### src/rtl/gpad_pkg.sv
package gpad_pkg;
  localparam int unsigned PAD_ADDR_W  = 16;
  localparam int unsigned PAD_DATA_W  = 8;
  localparam int unsigned PAD_PORTS   = 2;
  localparam int unsigned PAD_BUTTONS = 8;
  localparam logic [PAD_ADDR_W-1:0] PAD_BASE_ADDR = 16'h4016;

  // bit position of each button inside a port vector; shift-out order follows it
  typedef enum int unsigned {
    BTN_A      = 0,
    BTN_B      = 1,
    BTN_SELECT = 2,
    BTN_START  = 3,
    BTN_UP     = 4,
    BTN_DOWN   = 5,
    BTN_LEFT   = 6,
    BTN_RIGHT  = 7
  } btn_e;
endpackage

### src/rtl/gpad_decode.sv
module gpad_decode #(
  parameter int unsigned ADDR_W = 16,
  parameter int unsigned PORTS  = 2,
  parameter logic [ADDR_W-1:0] BASE = 16'h4016
) (
  input  logic [ADDR_W-1:0] addr_i,
  input  logic              rd_i,
  input  logic              wr_i,
  output logic              strobe_we_o,
  output logic [PORTS-1:0]  port_rd_o,
  output logic              port_hit_o
);
  logic [PORTS-1:0] hit;

  for (genvar p = 0; p < PORTS; p++) begin : g_hit
    assign hit[p] = (addr_i == BASE + ADDR_W'(p));
  end

  assign port_rd_o   = hit & {PORTS{rd_i}};
  assign port_hit_o  = |hit;
  assign strobe_we_o = wr_i & hit[0];
endmodule

### src/rtl/gpad_strobe.sv
module gpad_strobe (
  input  logic clk_i,
  input  logic rst_ni,
  input  logic we_i,
  input  logic bit_i,
  output logic strobe_o
);
  always_ff @(posedge clk_i or negedge rst_ni) begin
    if (!rst_ni)   strobe_o <= 1'b0;
    else if (we_i) strobe_o <= bit_i;
  end


  strobe_follow_chk: assert property (@(posedge clk_i) disable iff (!rst_ni)
    we_i |=> strobe_o == $past(bit_i));


  strobe_hold_chk: assert property (@(posedge clk_i) disable iff (!rst_ni)
    !we_i |=> $stable(strobe_o));
endmodule

### src/rtl/gpad_shifter.sv
module gpad_shifter #(
  parameter int unsigned BUTTONS = 8
) (
  input  logic               clk_i,
  input  logic               rst_ni,
  input  logic               strobe_i,
  input  logic               rd_hit_i,
  input  logic [BUTTONS-1:0] pad_i,
  output logic               bit_o
);
  logic [BUTTONS-1:0] sr_q;
  logic               pend_q;
  logic               rd_end;

  assign rd_end = pend_q & ~rd_hit_i;

  always_ff @(posedge clk_i or negedge rst_ni) begin
    if (!rst_ni) begin
      sr_q   <= '1;
      pend_q <= 1'b0;
    end else begin
      pend_q <= rd_hit_i;
      // live reload wins over a read that ends on the same edge
      if (strobe_i)    sr_q <= pad_i;
      else if (rd_end) sr_q <= {1'b1, sr_q[BUTTONS-1:1]};
    end
  end

  assign bit_o = strobe_i ? pad_i[0] : sr_q[0];


  live_load_chk: assert property (@(posedge clk_i) disable iff (!rst_ni)
    strobe_i |=> sr_q == $past(pad_i));


  shift_step_chk: assert property (@(posedge clk_i) disable iff (!rst_ni)
    (!strobe_i && pend_q && !rd_hit_i) |=> sr_q == {1'b1, $past(sr_q[BUTTONS-1:1])});


  exhaust_hold_chk: assert property (@(posedge clk_i) disable iff (!rst_ni)
    (!strobe_i && (&sr_q)) |=> (&sr_q));


  held_read_chk: assert property (@(posedge clk_i) disable iff (!rst_ni)
    (!strobe_i && rd_hit_i) |=> $stable(sr_q));
endmodule

### src/rtl/gpad_rdmux.sv
module gpad_rdmux #(
  parameter int unsigned DATA_W = 8,
  parameter int unsigned PORTS  = 2
) (
  input  logic [PORTS-1:0]  port_rd_i,
  input  logic [PORTS-1:0]  port_bit_i,
  input  logic [DATA_W-1:0] open_bus_i,
  output logic [DATA_W-1:0] rdata_o
);
  always_comb begin
    rdata_o = open_bus_i;
    for (int p = 0; p < PORTS; p++) begin
      if (port_rd_i[p]) rdata_o[0] = port_bit_i[p];
    end
  end
endmodule

### src/rtl/gpad_serial_port.sv
module gpad_serial_port
  import gpad_pkg::*;
#(
  parameter int unsigned ADDR_W  = PAD_ADDR_W,
  parameter int unsigned DATA_W  = PAD_DATA_W,
  parameter int unsigned PORTS   = PAD_PORTS,
  parameter int unsigned BUTTONS = PAD_BUTTONS,
  parameter logic [ADDR_W-1:0] BASE = PAD_BASE_ADDR
) (
  input  logic                     clk_i,
  input  logic                     rst_ni,
  input  logic [ADDR_W-1:0]        addr_i,
  input  logic [DATA_W-1:0]        wdata_i,
  input  logic                     rd_i,
  input  logic                     wr_i,
  input  logic [PORTS*BUTTONS-1:0] pads_i,
  input  logic [DATA_W-1:0]        open_bus_i,
  output logic [DATA_W-1:0]        rdata_o
);
  logic             strobe_we;
  logic             strobe_q;
  logic [PORTS-1:0] port_rd;
  logic [PORTS-1:0] port_bit;
  logic             port_hit;
  logic             unused_wdata;

  assign unused_wdata = ^wdata_i[DATA_W-1:1];

  gpad_decode #(.ADDR_W(ADDR_W), .PORTS(PORTS), .BASE(BASE)) u_decode (
    .addr_i      (addr_i),
    .rd_i        (rd_i),
    .wr_i        (wr_i),
    .strobe_we_o (strobe_we),
    .port_rd_o   (port_rd),
    .port_hit_o  (port_hit)
  );

  gpad_strobe u_strobe (
    .clk_i    (clk_i),
    .rst_ni   (rst_ni),
    .we_i     (strobe_we),
    .bit_i    (wdata_i[0]),
    .strobe_o (strobe_q)
  );

  for (genvar p = 0; p < PORTS; p++) begin : g_port
    gpad_shifter #(.BUTTONS(BUTTONS)) u_shifter (
      .clk_i    (clk_i),
      .rst_ni   (rst_ni),
      .strobe_i (strobe_q),
      .rd_hit_i (port_rd[p]),
      .pad_i    (pads_i[p*BUTTONS +: BUTTONS]),
      .bit_o    (port_bit[p])
    );
  end

  gpad_rdmux #(.DATA_W(DATA_W), .PORTS(PORTS)) u_rdmux (
    .port_rd_i  (port_rd),
    .port_bit_i (port_bit),
    .open_bus_i (open_bus_i),
    .rdata_o    (rdata_o)
  );


  upper_bits_chk: assert property (@(posedge clk_i) disable iff (!rst_ni)
    (rd_i && port_hit) |-> rdata_o[DATA_W-1:1] == open_bus_i[DATA_W-1:1]);


  unmapped_read_chk: assert property (@(posedge clk_i) disable iff (!rst_ni)
    (rd_i && !port_hit) |-> rdata_o == open_bus_i);


  live_a_chk: assert property (@(posedge clk_i) disable iff (!rst_ni)
    (strobe_q && rd_i && addr_i == BASE) |-> rdata_o[0] == pads_i[0]);


  idle_bus_chk: assert property (@(posedge clk_i) disable iff (!rst_ni)
    !rd_i |-> rdata_o == open_bus_i);
endmodule

### config.mk
export PLATFORM = sky130hd
export DESIGN_NAME = gpad_serial_port
export DESIGN_NICKNAME = d
export VERILOG_FILES = /design/src/rtl/gpad_pkg.sv /design/src/rtl/gpad_decode.sv /design/src/rtl/gpad_strobe.sv /design/src/rtl/gpad_shifter.sv /design/src/rtl/gpad_rdmux.sv /design/src/rtl/gpad_serial_port.sv
export SDC_FILE = /design/constraint.sdc
export NUM_CORES = 1
export LEC_CHECK = 0
export CORE_MARGIN = 1.5
export CORE_UTILIZATION = 50
export DETAILED_ROUTE_END_ITERATION = 12
export DONT_BUFFER_PORTS = 1
export PLACE_DENSITY_LB_ADDON = 0.08
export SYNTH_ARGS = -nofsm -noshare
export SYNTH_HDL_FRONTEND = slang
export SYNTH_SLANG_ARGS = --single-unit
### constraint.sdc
create_clock -name clk_i -period 1.4 [get_ports clk_i]
set_input_delay 0.21 -clock clk_i [delete_from_list [all_inputs] [get_ports clk_i]]
set_output_delay 0.21 -clock clk_i [all_outputs]
set_load 0.01 [all_outputs]
==> flow_metrics.py, run 1 <==
metrics = {
    "run_status": {
        "status": "finished, violations left",
        "violations": "negative setup slack",
    },
    "critical_path": {
        "end_kind": "primary output",
        "startpoint_type": "flop",
        "worstPathRequired_ns": 1.19,
        "ff2ff_setup_slack_ns": 0.16,
        "crit_type": "reg -> out",
        "path_max_fanout": 2,
        "arrival_ns": 1.33,
    },
    "sta": {
        "fin_ws_ns": -0.1369,
        "hold_viol": 0,
        "setup_viol": 1,
        "slew_headroom_pct": 42.43,
        "max_freq_mhz": 650.6,
        "setup_tns_ns": -0.1369,
        "worst_pin_slew_ns": 0.8608,
        "fin_crit_ns": 1.537,
        "rsz0062_at_grt": "yes",
        "skew_ns": 0.003379,
        "fin_crit_sh_pct": 109.8,
        "slew_viol_final": 0,
    },
    "synthesis": {
        "netlist_top_cells_count": "dfstp_2 (16), nand2_1 (15), o211ai_1 (11), clkbuf_1 (10), nor2_1 (8)",
        "synth_area_um2": 1280,
        "yosys.area.top_type_share_pct": 32.84,
        "synth_seq_area_share_pct": 38.71,
        "synthTopCellsByArea": "dfstp_2 (33%), o211ai_1 (6.5%), dfrtp_1 (5.9%), nand2_1 (4.4%), buf_4 (4.1%)",
        "synthArstFlopShare_pct": 100.0,
        "ys_types": 35,
        "synth.avg_cell_area_um2": 9.343,
        "synth_edf_count": 0,
        "synth.most_common_cell": "dfstp_2",
        "synth_cells": 137,
        "synth_top_area_cell": "dfstp_2",
        "syn_nets": 189,
        "ys.flop_type": "dfstp_2",
        "ys_ff_latch": 19,
        "synth_warnings": 0,
    },
    "drt": {
        "wl_met2_mm": 1.363,
        "wirelength_mm": 2.763,
        "top_layer_used": "met3",
        "final_antenna_net_count": 0,
        "viasPerCell": 6.410,
        "first_pass_iters": 4,
        "drt_iter0_markers": 13,
        "wl_per_cell_um": 17.16,
        "routed-wl-met3_um": 176,
        "met1_length_mm": 1.223,
        "drc": 0,
        "num_vias": 1032,
    },
    "finish": {
        "area.growth.synth_to_final_pct": 3.812,
        "regArea_um2": 496.7,
        "utilization_pct": 54.13,
        "nets": 184,
        "nFillCells": 226,
        "n_antenna_cell": 0,
        "drive_above_1_share_pct": 30.53,
        "final_cells": 161,
        "final_area_um2": 1329,
        "multi_input_area_um2": 663.1,
    },
    "global_route": {
        "grt_max_degree": 24,
        "grt_antenna_before_repair": 0,
        "grt_pass1_wl_mm": 4.671,
        "gr-total-overflow": 0,
        "grt_usage_pct": 22.27,
        "grt_pass1_vias": 1003,
    },
    "power_and_ir_drop": {
        "switchingPower_uw": 226.7,
        "p_seq_share_pct": 61.3,
        "swShare_pct": 24.04,
        "combPwrFrac_pct": 7.8,
        "p_clk_share_pct": 30.8,
        "internal-power_uw": 716.2,
        "p_leak_nw": 0.5291,
        "vdd_drop_max_uv": 531.1,
        "cellPowerDensity_nw_per_um2": 709.6,
    },
    "floorplanning": {
        "core_area_um2": 2455,
        "ios": 60,
        "die_w_um": 53.60,
        "rows": 18,
        "die_h_um": 53.60,
        "die_area_um2": 2872,
        "initial_utilization_pct": 52.14,
    },
    "hold_path": {
        "hp-class": "in -> reg",
    },
    "clock_tree": {
        "clkSinkCount": 19,
        "cts_root_buffer": "clkbuf_4",
        "clk_pin_slew_ns": 0.11,
        "insertion_delay_ns": 0.30,
        "cts_made_buffers": 3,
        "postCtsSetupBuffers": 0,
        "cts_buffer_depth": 2,
        "cts_tree": "done",
        "h-tree-depth": 1,
    },
    "placed_design": {
        "dp_cells": 154,
        "placed_area_um2": 1264,
        "dp_hpwl_mm": 2.031,
        "gp_congestion": 0.7787,
        "io_buffers": 0,
    },
    "run": {
        "cap_violations": 0,
    },
}
==> cells by family (layout without fill, tap and decap cells) <==
group                  count (synthesis)  in the layout  synth area share, %
multiplexers                           1              1               0.8797
AO/OA/AOI/OAI                         46             46                28.84
buffers and inverters                 25             19                10.17
AND/OR/NAND/NOR                       46             46                21.41
flip-flops                            19             19                38.71
==> worst paths after layout <==
| path | from | endpoint | cells after the start |
|---|---|---|---|
| worst max-delay path | g_port[0].u_shifter.sr_q[0]$_DFFE_PN1P_ | rdata_o[0] | 4 |
| worst min-delay path | pads_i[13] | g_port[1].u_shifter.sr_q[5]$_DFFE_PN1P_ | 2 |
| worst max register to register | u_strobe.strobe_o$_DFFE_PN0P_ | g_port[1].u_shifter.sr_q[0]$_DFFE_PN1P_ | 4 |
| worst min register to register | g_port[0].u_shifter.sr_q[6]$_DFFE_PN1P_ | g_port[0].u_shifter.sr_q[6]$_DFFE_PN1P_ | 2 |
| max in group asynchronous | rst_ni | u_strobe.strobe_o$_DFFE_PN0P_ | 1 |
| min in group asynchronous | rst_ni | g_port[1].u_shifter.pend_q$_DFF_PN0_ | 1 |
==> power groups by stage <==
stage | Sequential (mW) | Combinational [mW] | Clock, mW
floorplan | 0.584 | 0.0739 | 0
global placement | 0.586 | 0.0557 | 0
detailed placement | 0.587 | 0.0569 | 0
CTS | 0.579 | 0.0751 | 0.310
global route | 0.581 | 0.0831 | 0.332
finish | 0.578 | 0.0739 | 0.291
==> cell usage in the layout (no fill, tap or decap) <==
| cell | instances |
|---|---|
| nor4_4 | 1 |
| inv_1 | 4 |
| and4bb_2 | 2 |
| dfstp_2 | 16 |
| clkbuf_4 | 3 |
| nand2b_1 | 4 |
| o22ai_1 | 3 |
| nor3b_1 | 1 |
| inv_2 | 1 |
| o21a_1 | 1 |
| a211oi_1 | 1 |
| nand4_2 | 1 |
| o22a_1 | 2 |
| a21boi_2 | 1 |
| or2_2 | 2 |
| and4_1 | 1 |
| o31a_1 | 3 |
| dfrtp_2 | 1 |
| a21oi_1 | 2 |
| clkinvlp_4 | 1 |
| nor2b_1 | 7 |
| nand2_1 | 15 |
| nor4bb_1 | 2 |
| mux2_2 | 1 |
| o21bai_2 | 1 |
| a41oi_1 | 6 |
| o211ai_1 | 11 |
| nor3_2 | 1 |
| o211a_1 | 3 |
| o2111ai_1 | 5 |
| dlygate4sd3_1 | 3 |
| nand4_1 | 1 |
| dfrtp_1 | 2 |
| buf_4 | 7 |
| o311ai_2 | 1 |
| a31oi_1 | 6 |
| nor2_1 | 8 |
==> routing by layer <==
metal | GRT usage [%] | vias up
li1 | - | 498
met1 | 29.35 | 502
met2 | 35.80 | 32
met3 | 6.667 | 0
met4 | 5.556 | 0
met5 | 0 | -
==> sequential cells by signal, summed over array words and instances (netlist names) <==
register                 count
g_port.u_shifter.pend_q      2
u_strobe.strobe_o            1
g_port.u_shifter.sr_q       16
==> timing repair <==
item	4_1_cts	5_1_grt
hold buffers	3	0
pin swaps	0	0
cloned	0	0
endpoints found under the hold margin	21	0
setup endpoints to repair	1	1
gates resized for setup	3	0
==> final cells by class <==
cell class | instances | share of cell area (%)
clock buffer | 3 | 1.695
clock inverter | 1 | 0.5650
inverter | 5 | 1.412
multi-input combinational | 93 | 49.91
sequential | 19 | 37.38
tap | 30 | 2.825
timing repair buffer | 10 | 6.215
==> stage by stage <==
step	hold WS [ns]	setup slack (ns)	power, mW
global placement	-0.08469	-0.07455	0.6418
CTS	0.002501	-0.1675	0.9633
global route	0.01307	-0.2232	0.9951
finish	0.01536	-0.1369	0.9429
detailed placement	-0.08476	-0.09882	0.6439
floorplan	-0.08559	0.01096	0.6580
==> critical path: stages (launching register included) <==
cell and delay (ns):
dfstp_2 0.56, inv_2 0.04, o211ai_1 0.15, a21oi_1 0.10, o21bai_2 0.19
No activity file was read; power rests on OpenSTA's default activity.
==> run 2, diff against run 1 <==
--- a/config.mk
+++ b/config.mk
@@ -9,6 +9,7 @@
 export CORE_UTILIZATION = 50
 export DETAILED_ROUTE_END_ITERATION = 12
 export DONT_BUFFER_PORTS = 1
+export GPL_TIMING_DRIVEN = 1
 export PLACE_DENSITY_LB_ADDON = 0.08
 export SYNTH_ARGS = -nofsm -noshare
 export SYNTH_HDL_FRONTEND = slang
==> results of run 2 <==
Final layout, timing and power as in run 1 (identical DEF).
